[src/rtl/sram_bus_pkg.sv]
package sram_bus_pkg;

    localparam int ADDR_W = 13;
    localparam int DATA_W = 8;

    typedef enum logic [2:0] {
        PH_IDLE     = 3'd0,
        PH_READ     = 3'd1,
        PH_WR_SETUP = 3'd2,
        PH_WR_PULSE = 3'd3,
        PH_TURN     = 3'd4
    } phase_e;

    typedef struct packed {
        logic [ADDR_W-1:0] addr;
        logic [DATA_W-1:0] wdata;
        logic              wr;
    } xact_t;

    typedef struct packed {
        logic [ADDR_W-1:0] addr;
        logic              sel_n;
        logic              sel;
        logic              oe_n;
        logic              we_n;
        logic [DATA_W-1:0] dq;
        logic              dq_oe;
    } pins_t;

    function automatic pins_t pins_quiet();
        pins_t p;
        p.addr  = '0;
        p.sel_n = 1'b1;
        p.sel   = 1'b0;
        p.oe_n  = 1'b1;
        p.we_n  = 1'b1;
        p.dq    = '0;
        p.dq_oe = 1'b0;
        return p;
    endfunction

    // Pin image for the phase the controller is entering.
    function automatic pins_t pins_for(phase_e ph, xact_t x);
        pins_t p;
        p      = pins_quiet();
        p.addr = x.addr;
        case (ph)
            PH_READ: begin
                p.sel_n = 1'b0;
                p.sel   = 1'b1;
                p.oe_n  = 1'b0;
            end
            PH_WR_SETUP: begin
                p.sel_n = 1'b0;
                p.sel   = 1'b1;
                p.dq_oe = 1'b1;
            end
            PH_WR_PULSE: begin
                p.sel_n = 1'b0;
                p.sel   = 1'b1;
                p.we_n  = 1'b0;
                p.dq_oe = 1'b1;
            end
            PH_TURN: begin
                p.dq_oe = x.wr;
            end
            default: ;
        endcase
        if (p.dq_oe) p.dq = x.wdata;
        return p;
    endfunction

endpackage

[src/rtl/sram_req_latch.sv]
module sram_req_latch
    import sram_bus_pkg::*;
(
    input  logic  clk,
    input  logic  rst,
    input  logic  load,
    input  xact_t d,
    output xact_t q
);
    always_ff @(posedge clk) begin
        if (rst)       q <= '0;
        else if (load) q <= d;
    end
endmodule

[src/rtl/sram_cycle_fsm.sv]
module sram_cycle_fsm
    import sram_bus_pkg::*;
#(
    parameter int RD_CYC    = 10,
    parameter int SETUP_CYC = 1,
    parameter int WE_CYC    = 8
) (
    input  logic              clk,
    input  logic              rst,
    input  logic              req_valid,
    input  logic              req_write,
    input  logic              wp,
    input  logic [DATA_W-1:0] dq_in,
    output logic              req_ready,
    output logic              accept,
    output phase_e            ph_nxt,
    output logic              rsp_valid,
    output logic              rsp_err,
    output logic [DATA_W-1:0] rsp_rdata
);
    localparam int MAX_CYC = (RD_CYC > WE_CYC) ?
                             ((RD_CYC > SETUP_CYC) ? RD_CYC : SETUP_CYC) :
                             ((WE_CYC > SETUP_CYC) ? WE_CYC : SETUP_CYC);
    localparam int CNT_W   = $clog2(MAX_CYC + 1);

    phase_e           ph;
    logic [CNT_W-1:0] cnt, cnt_nxt;
    logic             done, abort, sample, active;

    assign req_ready = (ph == PH_IDLE) && !wp;
    assign accept    = req_valid && req_ready;
    assign active    = (ph == PH_READ) || (ph == PH_WR_SETUP) || (ph == PH_WR_PULSE);

    always_comb begin
        ph_nxt  = ph;
        cnt_nxt = cnt;
        done    = 1'b0;
        abort   = 1'b0;
        sample  = 1'b0;
        case (ph)
            PH_IDLE: if (accept) begin
                ph_nxt  = req_write ? PH_WR_SETUP : PH_READ;
                cnt_nxt = req_write ? CNT_W'(SETUP_CYC - 1) : CNT_W'(RD_CYC - 1);
            end
            PH_READ: begin
                if (wp) begin
                    ph_nxt = PH_TURN;
                    abort  = 1'b1;
                end else if (cnt == '0) begin
                    ph_nxt = PH_TURN;
                    done   = 1'b1;
                    sample = 1'b1;
                end else cnt_nxt = cnt - 1'b1;
            end
            PH_WR_SETUP: begin
                if (wp) begin
                    ph_nxt = PH_TURN;
                    abort  = 1'b1;
                end else if (cnt == '0) begin
                    ph_nxt  = PH_WR_PULSE;
                    cnt_nxt = CNT_W'(WE_CYC - 1);
                end else cnt_nxt = cnt - 1'b1;
            end
            PH_WR_PULSE: begin
                if (wp) begin
                    ph_nxt = PH_TURN;
                    abort  = 1'b1;
                end else if (cnt == '0) begin
                    ph_nxt = PH_TURN;
                    done   = 1'b1;
                end else cnt_nxt = cnt - 1'b1;
            end
            PH_TURN: ph_nxt = PH_IDLE;
            default: ph_nxt = PH_IDLE;
        endcase
    end

    always_ff @(posedge clk) begin
        if (rst) begin
            ph        <= PH_IDLE;
            cnt       <= '0;
            rsp_valid <= 1'b0;
            rsp_err   <= 1'b0;
            rsp_rdata <= '0;
        end else begin
            ph        <= ph_nxt;
            cnt       <= cnt_nxt;
            rsp_valid <= done || abort;
            rsp_err   <= abort;
            rsp_rdata <= sample ? dq_in : '0;
        end
    end

    // protect during a running cycle forces turnaround with an error response
    a_r8_abort_to_turn: assert property (@(posedge clk) disable iff (rst)
        (wp && active) |=> (ph == PH_TURN && rsp_valid && rsp_err));

    // responses are single-cycle pulses
    a_r2_rsp_one_cycle: assert property (@(posedge clk) disable iff (rst)
        rsp_valid |=> !rsp_valid);

    // an accepted request makes the controller busy
    a_r6_busy_after_accept: assert property (@(posedge clk) disable iff (rst)
        (req_valid && req_ready) |=> !req_ready);

endmodule

[src/rtl/sram_pin_drive.sv]
module sram_pin_drive
    import sram_bus_pkg::*;
(
    input  logic   clk,
    input  logic   rst,
    input  phase_e ph_nxt,
    input  xact_t  x,
    output pins_t  p
);
    always_ff @(posedge clk) begin
        if (rst) p <= pins_quiet();
        else     p <= pins_for(ph_nxt, x);
    end

    // output enable stays off while the write strobe is low
    a_r3_no_oe_in_write: assert property (@(posedge clk) disable iff (rst)
        !p.we_n |-> p.oe_n);

    // data is driven for the whole write strobe
    a_r4_data_under_we: assert property (@(posedge clk) disable iff (rst)
        !p.we_n |-> p.dq_oe);

    // address frozen while the memory stays selected
    a_r5_addr_frozen: assert property (@(posedge clk) disable iff (rst)
        (!p.sel_n && $past(!p.sel_n)) |-> $stable(p.addr));

    // a strobe never rises out of an unselected state in the same edge as write
    a_r2_read_not_write: assert property (@(posedge clk) disable iff (rst)
        !p.oe_n |-> (p.we_n && !p.sel_n && p.sel));

endmodule

[src/rtl/sram_bus_ctrl.sv]
module sram_bus_ctrl
    import sram_bus_pkg::*;
#(
    parameter int RD_CYC    = 10,
    parameter int SETUP_CYC = 1,
    parameter int WE_CYC    = 8
) (
    input  logic              clk,
    input  logic              rst,
    input  logic              req_valid,
    output logic              req_ready,
    input  logic [ADDR_W-1:0] req_addr,
    input  logic [DATA_W-1:0] req_wdata,
    input  logic              req_write,
    input  logic              wr_protect,
    output logic              rsp_valid,
    output logic [DATA_W-1:0] rsp_rdata,
    output logic              rsp_err,
    output logic [ADDR_W-1:0] mem_addr,
    output logic              mem_sel_n,
    output logic              mem_sel,
    output logic              mem_oe_n,
    output logic              mem_we_n,
    output logic [DATA_W-1:0] mem_dq_out,
    output logic              mem_dq_oe,
    input  logic [DATA_W-1:0] mem_dq_in
);
    xact_t  x_in, x_held, x_sel;
    phase_e ph_nxt;
    logic   accept;
    pins_t  pins;

    assign x_in  = '{addr: req_addr, wdata: req_wdata, wr: req_write};
    assign x_sel = accept ? x_in : x_held;

    sram_req_latch u_latch (
        .clk (clk),
        .rst (rst),
        .load(accept),
        .d   (x_in),
        .q   (x_held)
    );

    sram_cycle_fsm #(
        .RD_CYC   (RD_CYC),
        .SETUP_CYC(SETUP_CYC),
        .WE_CYC   (WE_CYC)
    ) u_fsm (
        .clk      (clk),
        .rst      (rst),
        .req_valid(req_valid),
        .req_write(req_write),
        .wp       (wr_protect),
        .dq_in    (mem_dq_in),
        .req_ready(req_ready),
        .accept   (accept),
        .ph_nxt   (ph_nxt),
        .rsp_valid(rsp_valid),
        .rsp_err  (rsp_err),
        .rsp_rdata(rsp_rdata)
    );

    sram_pin_drive u_pins (
        .clk   (clk),
        .rst   (rst),
        .ph_nxt(ph_nxt),
        .x     (x_sel),
        .p     (pins)
    );

    assign mem_addr   = pins.addr;
    assign mem_sel_n  = pins.sel_n;
    assign mem_sel    = pins.sel;
    assign mem_oe_n   = pins.oe_n;
    assign mem_we_n   = pins.we_n;
    assign mem_dq_out = pins.dq;
    assign mem_dq_oe  = pins.dq_oe;

endmodule

[config.mk]
export PLATFORM = sky130hd
export DESIGN_NAME = sram_bus_ctrl
export DESIGN_NICKNAME = d
export VERILOG_FILES = /design/src/rtl/sram_bus_pkg.sv /design/src/rtl/sram_req_latch.sv /design/src/rtl/sram_cycle_fsm.sv /design/src/rtl/sram_pin_drive.sv /design/src/rtl/sram_bus_ctrl.sv
export SDC_FILE = /design/constraint.sdc
export NUM_CORES = 1
export LEC_CHECK = 0
export BUFFER_PORTS_ARGS = -buffer_cell sky130_fd_sc_hd__buf_2
export CORE_UTILIZATION = 55
export CTS_BUF_LIST = sky130_fd_sc_hd__clkbuf_4 sky130_fd_sc_hd__clkbuf_8
export DETAILED_ROUTE_END_ITERATION = 7
export PLACE_DENSITY = 0.89
export SETUP_SLACK_MARGIN = 0.3
export SYNTH_ARGS = -nofsm -noshare
export SYNTH_HDL_FRONTEND = slang
export SYNTH_SLANG_ARGS = --single-unit
[constraint.sdc]
create_clock -name clk -period 4.29 [get_ports clk]
set_input_delay 0.2145 -clock clk [delete_from_list [all_inputs] [get_ports clk]]
set_output_delay 0.2145 -clock clk [all_outputs]
set_load 0.005 [all_outputs]
==> out/results.txt <==
max-slew violations - 0
met3 GRT Util - 6.39%
pin count of the biggest net entering global routing - 35
critical path, cell by cell - nor4_4 > and2_1 > a2111oi_0 > a31o_1
Pwr Density - 376 nW/um2
die area - 3900 um2
DR DRC count - 0
Via density - 5.08
Final HPWL DP - 2.66 mm
sequential power share - 59.1%
count of cell types in the netlist - 37
YS warnings - 0
Clock Latency Late Sink - 0.35 ns
# rows - 21
setup repair bufs after CTS - 0
WL/cell - 12.2 um
Vias - 1566
Placer Congestion - 0.875
CP max-delay cell - and2_1
first-pass GRT wire length - 6.56 mm
fraction of layout cells with a size suffix above 1 - 32.4%
Tightest Pin Transition - 0.650 ns
met2 GRT Util - 36.0%
Rel. slew slack - 56.7%
routed wire length - 3.77 mm
number of global-route vias before repair - 1468
Final ANT Viol Nets - 0
Setup violations, final - 0
CTS Hold Bufs - 0
Max-cap violations - 0
core area - 3420 um2
IO Port Bufs - 70
CTS tree - done
clock power share - 28.8%
number of I/O pins - 71
post-synthesis register bit count - 52
FFs w/ async S/R, synth - 0%
Clock Path Buffers - 2
final period utilization - 45.6%
CTS buffer count - 5
Syn Nets - 244
post-cts resize count - 0
f_max - 0.511 GHz
commonest non-fill, non-tap cell in the layout - buf_2
worst setup path class - flip-flop to flip-flop
clk sinks - 52
Initial Util - 58.9%
CP Launch Type - flip-flop
die height - 62.5 um
Worst Skew - 0.00947 ns
Top FF cell, synth - dfxtp_1
gr ovfl total - 0
Setup crit end kind - flip-flop
GRT busiest layer - met2
total power - 872 uW
GR Util All Layers - 20.9%
CP max FO - 19
final worst path period need - 1.96 ns
RSZ-0062 raised after global routing - no
CTS clock-pin slew for the worst setup and hold paths - 0.13 ns
status - complete, no violations
Starting DRT DRC Count - 93
Die W - 62.5 um
Fin. Hold Viols - 0
root buffer cell - clkbuf_4
Syn Inst Count - 209
most frequent cells in the layout - buf_2 (70), dfxtp_1 (52), nand2_1 (33)
Post-synth EDFFs - 0
Post-Syn Area per Cell - 9.63 um2
area grow syn2layout - 15.4%
initial antenna violation count - 0
crit-path max cell delay - 0.60 ns
First-pass DRT Iterations - 4
Sw Share - 23.5%
ANT cells - 0
CP arrival - 2.22 ns
maximum VDD drop - 0.229 mV
post-synthesis instance area - 2010 um2
internal power - 667 uW
CP required - 4.55 ns
sequential area share after synthesis - 51.7%
setup tns final - 0 ns
P_sw - 205 uW
Gate power share - 12.1%
H-Tree Depth - 2
class of the worst hold path - primary input to flip-flop
Pleak - 0.00107 uW
fin nets - 298
met1 usage - 24.9%
## cell usage after synthesis, types with 2 or more instances
library cell  instances  area, um2
a2111oi_0             2       17.5
a2111oi_4             2       55.1
a21oi_1              18       90.1
and2_1               10       62.6
buf_4                15        113
buf_6                 3       33.8
clkbuf_1              4       15.0
dfxtp_1              52       1040
inv_1                 6       22.5
mux2i_1               8       80.1
nand2_1              33        124
nand3_1               2       10.0
nor2_1               23       86.3
nor3_1                5       25.0
o21ai_0               3       15.0
or3_1                 2       12.5
## worst max-delay path: cells and delay by family, from the launching register on
| family | cells | cell delay [ns] |
|---|---|---|
| simple gates | 2 | 1.02 |
| flops | 1 | 0.47 |
| compound gates | 2 | 0.39 |
## metrics by stage
step	cells	worst slack, ns	hold WS, ns	area [um2]	util (%)
global route	308	2.20	0.0430	2320	67.9
CTS	308	2.35	0.0437	2320	67.9
finish	308	2.33	0.0601	2320	67.9
floorplan	209	2.71	0.294	2010	-
detailed placement	302	2.36	0.421	2250	66.0
global placement	302	2.44	0.419	2250	66.0
## cell families after synthesis
| family | share of synthesized area (%) |
|---|---|
| multiplexers | 3.98 |
| adder cells (fa/ha/maj) | 0.622 |
| AND/OR/NAND/NOR | 21.4 |
| XOR/XNOR | 0.435 |
| AO/OA/AOI/OAI | 12.4 |
| buffers and inverters | 9.39 |
| flip-flops | 51.7 |
## routing by layer
metal | share of wire, % | vias to the layer above
met5 | 0 | -
met4 | 0.87 | 0
met3 | 6.7 | 4
met2 | 48 | 68
met1 | 44 | 702
li1 | - | 792
## final timing paths
path | to | cells past startpoint | start | slack [ns]
max | u_fsm.cnt[2] | 4 | u_fsm.ph[2] | 2.33
min | u_fsm.rsp_rdata[2] | 2 | mem_dq_in[2] | 0.06
max reg2reg | u_fsm.cnt[2] | 4 | u_fsm.ph[2] | 2.33
min reg2reg | u_pins.p[22] | 2 | u_pins.p[22] | 0.46
## state kept, by name (all words and copies together) (netlist names)
signal           flops
u_fsm.cnt            4
u_fsm.rsp_valid      1
u_fsm.rsp_err        1
u_pins.p            26
u_latch.q            9
u_fsm.rsp_rdata      8
u_fsm.ph             3
## power by group through the flow
stage,logic [uW],clock network (uW),registers (uW)
2_1_floorplan,81.0,0,521
4_1_cts,106,259,515
3_3_place_gp,104,0,524
5_1_grt,118,279,518
3_5_place_dp,106,0,526
6_report,106,251,515
## cell type report
type / instances / area, um2
Clock buffer: 5 / 37.5
Clock inverter: 1 / 30.0
Fill cell: 299 / 1090
Inverter: 6 / 22.5
Multi-Input combinational cell: 128 / 782
Sequential cell: 52 / 1040
Tap cell: 46 / 57.6
Timing Repair Buffer: 70 / 350
Power figures use the tool's default switching activity.
